--- src/rtl/road_combiner_pkg.sv ---
package road_combiner_pkg;

    typedef enum logic [1:0] {
        S_IDLE,
        S_DECODE,
        S_FETCH,
        S_ENUM
    } comb_state_e;

endpackage

--- src/rtl/road_combiner_store.sv ---
module road_combiner_store #(
    parameter int NUM_LAYERS = 4,
    parameter int SS_W       = 4,
    parameter int HIT_W      = 8,
    parameter int SLOTS      = 4,
    parameter int LAY_W      = 2,
    parameter int CNT_W      = 3,
    parameter int IDX_W      = 2
) (
    input  logic                              clk,
    input  logic                              rst_n,
    input  logic                              hit_valid,
    input  logic [LAY_W-1:0]                  hit_layer,
    input  logic [SS_W-1:0]                   hit_ss,
    input  logic [HIT_W-1:0]                  hit_coord,
    input  logic                              event_end,
    output logic                              ss_out_valid,
    output logic [LAY_W-1:0]                  ss_out_layer,
    output logic [SS_W-1:0]                   ss_out_id,
    input  logic [NUM_LAYERS*SS_W-1:0]        rd_ss,
    output logic [NUM_LAYERS*CNT_W-1:0]       rd_cnt,
    output logic [NUM_LAYERS*SLOTS*HIT_W-1:0] rd_hits
);

    localparam int NUM_SS = 1 << SS_W;

    // forward coarse ID towards the pattern matcher
    always_ff @(posedge clk) begin
        if (!rst_n) begin
            ss_out_valid <= 1'b0;
            ss_out_layer <= '0;
            ss_out_id    <= '0;
        end else begin
            ss_out_valid <= hit_valid;
            if (hit_valid) begin
                ss_out_layer <= hit_layer;
                ss_out_id    <= hit_ss;
            end
        end
    end

    for (genvar l = 0; l < NUM_LAYERS; l++) begin : g_layer
        logic [CNT_W-1:0] cnt_q  [NUM_SS];
        logic [HIT_W-1:0] slot_q [NUM_SS][SLOTS];
        logic             here;
        logic             wr_ok;
        logic [CNT_W-1:0] cur_cnt;
        logic [CNT_W-1:0] new_cnt;
        logic [IDX_W-1:0] wr_idx;
        logic [SS_W-1:0]  sel_ss;

        always_comb begin
            here    = hit_valid && (hit_layer == LAY_W'(l));
            cur_cnt = cnt_q[hit_ss];
            wr_ok   = here && (event_end || (cur_cnt < CNT_W'(SLOTS)));
            wr_idx  = event_end ? '0 : cur_cnt[IDX_W-1:0];
            new_cnt = event_end ? CNT_W'(1) : cur_cnt + CNT_W'(1);
        end

        always_ff @(posedge clk) begin
            if (!rst_n) begin
                for (int s = 0; s < NUM_SS; s++) cnt_q[s] <= '0;
            end else begin
                if (event_end) begin
                    for (int s = 0; s < NUM_SS; s++) cnt_q[s] <= '0;
                end
                if (wr_ok) cnt_q[hit_ss] <= new_cnt;
            end
        end

        always_ff @(posedge clk) begin
            if (wr_ok) slot_q[hit_ss][wr_idx] <= hit_coord;
        end

        assign sel_ss = rd_ss[l*SS_W +: SS_W];
        assign rd_cnt[l*CNT_W +: CNT_W] = cnt_q[sel_ss];

        for (genvar k = 0; k < SLOTS; k++) begin : g_slot
            assign rd_hits[(l*SLOTS + k)*HIT_W +: HIT_W] = slot_q[sel_ss][k];
        end
    end

endmodule

--- src/rtl/road_combiner_table.sv ---
module road_combiner_table #(
    parameter int ROAD_W = 6,
    parameter int TBL_W  = 16
) (
    input  logic              clk,
    input  logic              rst_n,
    input  logic              wr_en,
    input  logic [ROAD_W-1:0] wr_addr,
    input  logic [TBL_W-1:0]  wr_data,
    input  logic              rd_en,
    input  logic [ROAD_W-1:0] rd_addr,
    output logic [TBL_W-1:0]  rd_data
);

    localparam int NUM_ROADS = 1 << ROAD_W;

    logic [TBL_W-1:0] mem [NUM_ROADS];

    always_ff @(posedge clk) begin
        if (wr_en) mem[wr_addr] <= wr_data;
    end

    always_ff @(posedge clk) begin
        if (!rst_n)     rd_data <= '0;
        else if (rd_en) rd_data <= mem[rd_addr];
    end

endmodule

--- src/rtl/road_combiner_enum.sv ---
module road_combiner_enum
    import road_combiner_pkg::*;
#(
    parameter int NUM_LAYERS = 4,
    parameter int HIT_W      = 8,
    parameter int SLOTS      = 4,
    parameter int ROAD_W     = 6,
    parameter int CNT_W      = 3,
    parameter int IDX_W      = 2
) (
    input  logic                              clk,
    input  logic                              rst_n,
    input  logic                              road_valid,
    input  logic [ROAD_W-1:0]                 road_id,
    output logic                              road_ready,
    output logic                              tbl_rd_en,
    output logic [ROAD_W-1:0]                 tbl_rd_addr,
    input  logic [NUM_LAYERS*CNT_W-1:0]       rd_cnt,
    input  logic [NUM_LAYERS*SLOTS*HIT_W-1:0] rd_hits,
    output logic                              cand_valid,
    output logic [ROAD_W-1:0]                 cand_road,
    output logic [NUM_LAYERS*HIT_W-1:0]       cand_hits,
    output logic                              cand_last
);

    comb_state_e state_q, state_nx;

    logic [ROAD_W-1:0]                 road_q;
    logic [NUM_LAYERS*SLOTS*HIT_W-1:0] list_q;
    logic [CNT_W-1:0]                  len_q [NUM_LAYERS];
    logic [IDX_W-1:0]                  dig_q [NUM_LAYERS];
    logic [IDX_W-1:0]                  dig_nx [NUM_LAYERS];
    logic                              any_empty;
    logic                              all_max;
    logic                              carry;
    logic                              at_max;

    always_comb begin
        any_empty = 1'b0;
        for (int l = 0; l < NUM_LAYERS; l++) begin
            if (rd_cnt[l*CNT_W +: CNT_W] == '0) any_empty = 1'b1;
        end
    end

    // mixed-radix step, highest layer is the least significant digit
    always_comb begin
        carry   = 1'b1;
        all_max = 1'b1;
        at_max  = 1'b0;
        for (int l = NUM_LAYERS - 1; l >= 0; l--) begin
            at_max = (CNT_W'(dig_q[l]) == (len_q[l] - CNT_W'(1)));
            if (!at_max) all_max = 1'b0;
            if (carry) begin
                if (at_max) begin
                    dig_nx[l] = '0;
                end else begin
                    dig_nx[l] = dig_q[l] + IDX_W'(1);
                    carry     = 1'b0;
                end
            end else begin
                dig_nx[l] = dig_q[l];
            end
        end
    end

    always_comb begin
        state_nx = state_q;
        unique case (state_q)
            S_IDLE:   if (road_valid) state_nx = S_DECODE;
            S_DECODE: state_nx = S_FETCH;
            S_FETCH:  state_nx = any_empty ? S_IDLE : S_ENUM;
            S_ENUM:   if (all_max) state_nx = S_IDLE;
        endcase
    end

    always_ff @(posedge clk) begin
        if (!rst_n) state_q <= S_IDLE;
        else        state_q <= state_nx;
    end

    always_ff @(posedge clk) begin
        if (!rst_n) begin
            road_q <= '0;
            list_q <= '0;
            for (int l = 0; l < NUM_LAYERS; l++) begin
                len_q[l] <= '0;
                dig_q[l] <= '0;
            end
        end else begin
            if (state_q == S_IDLE && road_valid) road_q <= road_id;
            if (state_q == S_FETCH) begin
                list_q <= rd_hits;
                for (int l = 0; l < NUM_LAYERS; l++) begin
                    len_q[l] <= rd_cnt[l*CNT_W +: CNT_W];
                    dig_q[l] <= '0;
                end
            end else if (state_q == S_ENUM && !all_max) begin
                for (int l = 0; l < NUM_LAYERS; l++) dig_q[l] <= dig_nx[l];
            end
        end
    end

    always_comb begin
        road_ready  = (state_q == S_IDLE);
        tbl_rd_en   = (state_q == S_DECODE);
        tbl_rd_addr = road_q;
        cand_valid  = (state_q == S_ENUM);
        cand_last   = (state_q == S_ENUM) && all_max;
        cand_road   = road_q;
        for (int l = 0; l < NUM_LAYERS; l++) begin
            cand_hits[l*HIT_W +: HIT_W] =
                list_q[(l*SLOTS + int'(dig_q[l]))*HIT_W +: HIT_W];
        end
    end

endmodule

--- src/rtl/road_combiner.sv ---
module road_combiner #(
    parameter int NUM_LAYERS = 4,
    parameter int SS_W       = 4,
    parameter int HIT_W      = 8,
    parameter int SLOTS      = 4,
    parameter int ROAD_W     = 6,
    localparam int LAY_W     = (NUM_LAYERS > 1) ? $clog2(NUM_LAYERS) : 1,
    localparam int TBL_W     = NUM_LAYERS * SS_W,
    localparam int CAND_W    = NUM_LAYERS * HIT_W
) (
    input  logic              clk,
    input  logic              rst_n,
    input  logic              hit_valid,
    input  logic [LAY_W-1:0]  hit_layer,
    input  logic [SS_W-1:0]   hit_ss,
    input  logic [HIT_W-1:0]  hit_coord,
    input  logic              event_end,
    output logic              ss_out_valid,
    output logic [LAY_W-1:0]  ss_out_layer,
    output logic [SS_W-1:0]   ss_out_id,
    input  logic              tbl_we,
    input  logic [ROAD_W-1:0] tbl_addr,
    input  logic [TBL_W-1:0]  tbl_data,
    input  logic              road_valid,
    input  logic [ROAD_W-1:0] road_id,
    output logic              road_ready,
    output logic              cand_valid,
    output logic [ROAD_W-1:0] cand_road,
    output logic [CAND_W-1:0] cand_hits,
    output logic              cand_last
);

    localparam int CNT_W = $clog2(SLOTS + 1);
    localparam int IDX_W = (SLOTS > 1) ? $clog2(SLOTS) : 1;

    logic                              tbl_rd_en;
    logic [ROAD_W-1:0]                 tbl_rd_addr;
    logic [TBL_W-1:0]                  road_ss;
    logic [NUM_LAYERS*CNT_W-1:0]       rd_cnt;
    logic [NUM_LAYERS*SLOTS*HIT_W-1:0] rd_hits;

    road_combiner_store #(
        .NUM_LAYERS(NUM_LAYERS), .SS_W(SS_W), .HIT_W(HIT_W), .SLOTS(SLOTS),
        .LAY_W(LAY_W), .CNT_W(CNT_W), .IDX_W(IDX_W)
    ) u_store (
        .clk(clk), .rst_n(rst_n),
        .hit_valid(hit_valid), .hit_layer(hit_layer), .hit_ss(hit_ss),
        .hit_coord(hit_coord), .event_end(event_end),
        .ss_out_valid(ss_out_valid), .ss_out_layer(ss_out_layer),
        .ss_out_id(ss_out_id),
        .rd_ss(road_ss), .rd_cnt(rd_cnt), .rd_hits(rd_hits)
    );

    road_combiner_table #(
        .ROAD_W(ROAD_W), .TBL_W(TBL_W)
    ) u_table (
        .clk(clk), .rst_n(rst_n),
        .wr_en(tbl_we), .wr_addr(tbl_addr), .wr_data(tbl_data),
        .rd_en(tbl_rd_en), .rd_addr(tbl_rd_addr), .rd_data(road_ss)
    );

    road_combiner_enum #(
        .NUM_LAYERS(NUM_LAYERS), .HIT_W(HIT_W), .SLOTS(SLOTS),
        .ROAD_W(ROAD_W), .CNT_W(CNT_W), .IDX_W(IDX_W)
    ) u_enum (
        .clk(clk), .rst_n(rst_n),
        .road_valid(road_valid), .road_id(road_id), .road_ready(road_ready),
        .tbl_rd_en(tbl_rd_en), .tbl_rd_addr(tbl_rd_addr),
        .rd_cnt(rd_cnt), .rd_hits(rd_hits),
        .cand_valid(cand_valid), .cand_road(cand_road),
        .cand_hits(cand_hits), .cand_last(cand_last)
    );

endmodule

--- config.mk ---
export PLATFORM = sky130hd
export DESIGN_NAME = road_combiner
export DESIGN_NICKNAME = d
export VERILOG_FILES = /design/src/rtl/road_combiner_pkg.sv /design/src/rtl/road_combiner_store.sv /design/src/rtl/road_combiner_table.sv /design/src/rtl/road_combiner_enum.sv /design/src/rtl/road_combiner.sv
export SDC_FILE = /design/constraint.sdc
export NUM_CORES = 2
export LEC_CHECK = 0
export BUFFER_PORTS_ARGS = -buffer_cell sky130_fd_sc_hd__buf_2
export CORE_ASPECT_RATIO = 1.2
export CORE_MARGIN = 5
export CORE_UTILIZATION = 65
export CTS_CLUSTER_DIAMETER = 80
export DETAILED_ROUTE_END_ITERATION = 7
export MAX_ROUTING_LAYER = met4
export PLACE_DENSITY = 0.87
export SLEW_MARGIN = 15
export SYNTH_ARGS = -nofsm -noshare
export SYNTH_HDL_FRONTEND = slang
export SYNTH_SLANG_ARGS = --single-unit
--- constraint.sdc ---
create_clock -name clk -period 6.05 [get_ports clk]
set_input_delay 0.3025 -clock clk [delete_from_list [all_inputs] [get_ports clk]]
set_output_delay 0.3025 -clock clk [all_outputs]
set_load 0.005 [all_outputs]
-- Word level (Yosys, flattened, before mapping)
Memories as Yosys holds them, arrays and structs flattened. A register that Yosys moved wholly into a read port is not among the register bits.
Cells that the tools add are included.
- bits of input ports: 48
- bits in writable memories: 3284
- memories: 11
- flip-flop bits (word level): 15
- output and inout port bits: 48
- logic and storage cells: 315
- eq/ne operators: 12
- reduce and logical (&&, ||, !) cells: 32
- $lt $le $gt $ge: 12
- muxes and demuxes: 144
- bitwise logic cells: 80
- shift operators: 4
- $add $sub $neg: 15
- memory list (name ; words ; bits a word ; rd ports ; clocked after Yosys merged registers in ; wr ports ; line ; text):
    u_table.mem ; 64 ; 16 ; 1 ; 1 ; 1 ; road_combiner_table.sv:17 ; logic [TBL_W-1:0] mem [NUM_ROADS];
    u_store.g_layer[0].slot_q ; 16 ; 32 ; 1 ; 1 ; 1 ; road_combiner_store.sv:44 ; logic [HIT_W-1:0] slot_q [NUM_SS][SLOTS];
    u_store.g_layer[1].slot_q ; 16 ; 32 ; 1 ; 1 ; 1 ; road_combiner_store.sv:44 ;
    u_store.g_layer[2].slot_q ; 16 ; 32 ; 1 ; 1 ; 1 ; road_combiner_store.sv:44 ;
    u_store.g_layer[3].slot_q ; 16 ; 32 ; 1 ; 1 ; 1 ; road_combiner_store.sv:44 ;
    u_store.g_layer[0].cnt_q ; 16 ; 3 ; 2 ; 0 ; 17 ; road_combiner_store.sv:43 ; logic [CNT_W-1:0] cnt_q [NUM_SS];
    5 more memories ; -- ; -- ; -- ; -- ; -- ; -- ;
- operator list (cell ; count):
    variable part select 128 x 32 -> 8 bit ; 3
    2-to-1 mux 3 bit ; 72
    2-to-1 mux 32 bit ; 4
    variable part select 128 x 6 -> 8 bit ; 1
    bitwise OR 1 bit ; 76
    demux 8 bit (select 2 bit) ; 4
    2-to-1 mux 2 bit ; 22
    2-to-1 mux 1 bit ; 37
    2-to-1 mux 8 bit ; 4
    logical AND 1 bit ; 15
    adder 3 x 1 -> 3 bit (second input constant) ; 4
    == test 2 x 3 -> 1 bit ; 4
    greater-or-equal comparator 3 bit (second input constant) ; 4
    zero test 3 bit ; 4
    < comparator 3 x 1 -> 1 bit (second input constant) ; 4
    < comparator 3 bit (second input constant) ; 4
    inverter 2 -> 3 bit ; 4
    subtractor 3 x 1 -> 3 bit (second input constant) ; 4
    adder 4 x 2 -> 5 bit (first input constant) ; 2
    adder 2 x 1 -> 2 bit (second input constant) ; 4
    == test 2 bit (second input constant) ; 4
    one-hot mux 2 bit (4 select lines) ; 1
    zero test 1 bit ; 6
    adder 3 x 2 -> 4 bit (first input constant) ; 1
    6 further kinds ; 11

-- Longest topological paths before layout
An unclocked memory read counts as a cell.
- depth in word-level cells: 14
- gate-level depth with buffers: 11
- gate-level depth less buffers: 7

-- Hierarchy
A second synthesis with hierarchy kept.
- cell total of the unflattened synthesis: 6508
- area, all modules: 135301.0 µm²
- modules (own cells, without submodules) (module ; seq. area each (µm²) ; cells each ; times used ; area an instance (µm²)):
    road_combiner_store ; 67404.6 ; 4007 ; 1 ; 89081.7
    road_combiner_table ; 31069.8 ; 2038 ; 1 ; 40114.7
    road_combiner_enum ; 3303.2 ; 463 ; 1 ; 6104.6

-- Worst setup path after synthesis
No wires, ideal clock.
- kind: input-to-reg
- from: input port hit_ss[1]
- to: memory u_store.g_layer[1].slot_q[12][16] (netlist name), enable pin
- cell stages on the path: 9
- buffers on the path: 5
- setup slack: 2.786 ns
- arrival: 2.894 ns
- data required time: 5.680 ns
- path through: buf_2 buf_2 buf_2 buf_1 mux4_2 mux4_2 nand3b_4 buf_2 nor2_1
- cells in the longest elaborated chain, start to end: 8
- ends and longest elaborated chain (what ; line ; text):
    start, declared ; road_combiner.sv:15 ; input logic [SS_W-1:0] hit_ss,
    memory (16 x 3 bit) ; -- ;
    2-to-1 mux 2 bit ; road_combiner_store.sv:56 ; wr_idx = event_end ? '0 : cur_cnt[IDX_W-1:0];
    inverter 2 -> 3 bit (implied by the code) ; road_combiner_store.sv:72 ; if (wr_ok) slot_q[hit_ss][wr_idx] <= hit_coord;
    greater-or-equal comparator 3 bit (implied by the code) or < comparator 3 x 1 -> 1 bit (tied branches) ; road_combiner_store.sv:72 ;
    logical AND 1 bit (implied by the code) ; road_combiner_store.sv:72 ;
    2-to-1 mux 8 bit (implied by the code) ; road_combiner_store.sv:72 ;
    demux 8 bit (select 2 bit) ; road_combiner_store.sv:72 ;
    2-to-1 mux 32 bit (implied by the code) ; road_combiner_store.sv:72 ;
    end, declared ; road_combiner_store.sv:44 ;
Parallel ways exist; a longest one is shown, timed or not.

==> run summary <==
largest net degree at the start of global routing = 171
Die Wd = 424 µm
Lkg Pwr = 45.2 nW
dpl hpwl = 192,000 µm
vias in the first global route = 72,200
Cells after Synth = 5,991
WL per Instance = 43.4 µm
All-Layer GR Usage = 38.0%
initial core utilization = 65.4%
first-pass GRT wire length = 553,000 µm
RSZ-0062 raised after global routing = false
Worst-Margin Slew = 1.34 ns
Post-synth EDFFs = 3,282
CP Capture Point = cand_last
Final GP Congestion = 0.864
chip height = 507 µm
simple-gate share of the synthesized area = 2.27%
post-synthesis mux area share = 18.9%
Synth Warn # = 0
Post CTS Setup Buffer Count = 0
vias per inst = 7.86
Place WS = 1.38 ns
Final Cycle Share = 74.8%
Clk Latency, worst-skew pair = 1.00 ns
status = finished, violations left
Iteration-0 DRC Markers = 13,100
Crit Path Max Fanout = 11
H-tree depth = 5
Core Rows = 182
worst vdd ir = 427 µV
area leader, netlist = edfxtp_1
layout cells sized above 1 = 29.7%
synthesized cell area = 134,000 µm²
layout filler cell count = 9,826
setup violators final = 0
IO buf count = 95
max-cap violations = 0
CP Capture Type = output port
Synth cell types = 55
min setup slack post-route = 1.52 ns
endpoints failing hold = 0
register area share after synthesis = 76.0%
root buffer cell = clkbuf_16
HP Class = primary input to register
drt pass-1 iters = 8
reg2reg path depth = 5
core area = 205,000 µm²
Setup crit start kind = register
post-route ant nets = 0
# nets final = 6,216
Max-Slew Margin vs Limit = 10.4%
grt total ovfl = 0
largest family of logic cells by synthesized area = multiplexers
area grow syn2layout = 11.1%
drc violations = 84
adder-cell share of the synthesized area = 0.0747%
R2R Path End = u_store.g_layer[2].slot_q[2][9]
Slew Limit Fails = 0
Synth top area share = 73.6%
violated checks = design-rule violations
Sink Count = 3,443
power density cells = 345 nW/µm²
PostCTS Resize Cnt = 0
Critical Path AT = 4.22 ns
setup slack, reg-to-reg = 1.82 ns
detailed-route wire length = 395,000 µm
most frequent cells after synthesis = 3,282 x edfxtp_1, 1,103 x mux4_2, 532 x nor2_1
CP required = 5.75 ns
Layout Skew = 0.0878 ns
Most used DFF post-synth = edfxtp_1
Worst Setup SP = u_enum.dig_q[0][0]
fmax = 221 MHz
#FFs+latches synth = 3,443
setup tns final = 0 ns
clock tree from TritonCTS = built
HP Start = hit_coord[5]
Synth Area in XOR/XNOR = 0.0981%
syn_nets = 6,047
Synth Area in Compound Gates = 1.47%
CTS max path bufs = 4
# hold bufs at CTS = 18
count leader, synth = edfxtp_1
syn avg cell area = 22.4 µm²
Setup CP Type = register to output port
TritonCTS Buffers = 324
vias after detailed routing = 71,500
shortest period the worst path allows = 4.53 ns
io pins = 96
hold path cells = 1
asr flop ratio synth = 0%
antenna violations before repair = 21
Clock transition at path regs = 0.07 ns
ranking of synthesized cells by area = edfxtp_1 74%, mux4_2 19%, dfxtp_1 2.4%
worst reg2reg startpoint = u_store.g_layer[2].cnt_q[10][2]
Die Area = 215,000 µm²
power breakdown:
group	total [mW]	internal, mW	switching [mW]
clock	21.5	12.1	9.40
sequential	26.6	26.2	0.304
combinational	3.23	1.33	1.89
per-layer routing:
| layer | track usage (%) | up-vias | share of wire [%] |
|---|---|---|---|
| met5 | - | - | 0 |
| met4 | 24.3 | 0 | 8.9 |
| met3 | 8.30 | 2027 | 12 |
| met2 | 61.1 | 7779 | 50 |
| met1 | 43.9 | 36200 | 29 |
| li1 | - | 25500 | - |
cells by family (layout without fill, tap and decap cells):
| family | count (synthesis) | in the layout |
|---|---|---|
| muxes | 1148 | 1148 |
| DFF | 3443 | 3443 |
| AOI/OAI and AO/OA | 268 | 268 |
| and+or+nand+nor | 695 | 695 |
| other | 0 | 29 |
| xor gates and xnor gates | 15 | 15 |
| adders and majority gates | 8 | 8 |
| buffers and inverters | 414 | 823 |
layout make-up:
cell class,count,area (µm²),area share [%]
sequential,3443,102000,68.4
multi-input combinational,2134,30800,20.7
clock buffer,406,8710,5.85
tap,2668,3340,2.24
timing repair buffer,241,1990,1.34
clock inverter,160,1960,1.32
antenna,29,72.6,0.0488
inverter,16,60.1,0.0404
sequential cells by signal, indices dropped and copies added (netlist names):
name                    cells
u_store.g_layer.slot_q   2048
u_table.mem              1024
u_store.g_layer.cnt_q     192
u_enum.list_q             128
u_table.rd_data            16
u_enum.len_q               12
u_enum.dig_q                8
u_enum.cand_road            6
u_store.ss_out_id           4
u_enum.state_q              2
u_store.ss_out_layer        2
u_store.ss_out_valid        1
cell usage in the layout, fill, tap and decap left out, types with 15 or more instances in the layout:
cell type,synthesis,routed
nor2_1,532,485
edfxtp_1,3282,3282
buf_4,0,107
mux4_2,1103,1103
clkbuf_1,285,63
a22o_1,130,130
o21ai_1,15,15
dlygate4sd3_1,0,28
clkinv_1,0,44
diode_2,0,29
nor2b_1,18,18
bufinv_16,0,44
clkinvlp_4,0,16
nor2_4,10,17
buf_2,20,78
buf_12,1,17
clkbuf_8,0,18
o21ai_0,76,73
mux2i_1,43,43
dfxtp_1,161,140
clkbuf_16,0,333
inv_1,16,16
nand2_1,36,27
nor2_2,0,40
nand3_1,25,19
a2bb2oi_1,16,16
clkinv_2,0,38
critical path: stages (launching register included):
cell,delay [ns]
edfxtp_1,0.98
xnor2_1,0.18
nor3_1,0.87
nand4_1,0.28
nor2_1,0.70
buf_2,0.24
per-stage QoR:
stage	utilization, %	total power [mW]	instances	hold WS, ns	cell area (µm²)
after CTS	72.5	51.1	9055	0.0122	149000
after global routing	72.6	52.4	9090	0.0475	149000
after detailed placement	67.2	30.0	8471	0.461	138000
final	72.6	51.3	9097	0.0371	149000
after floorplan	-	28.8	5991	0.401	134000
after global placement	67.2	29.9	8471	0.446	138000
worst min path at each step:
stage	slack, ns	end
floorplan	0.40	u_store.g_layer[0].slot_q[0][0]
global placement	0.45	u_table.rd_data[6]
detailed placement	0.46	u_enum.list_q[11]
CTS	0.01	u_store.g_layer[1].slot_q[0][21]
global route	0.05	u_store.g_layer[1].slot_q[0][21]
finish	0.04	u_store.g_layer[1].slot_q[0][21]
No activity file was read; power rests on OpenSTA's default activity.
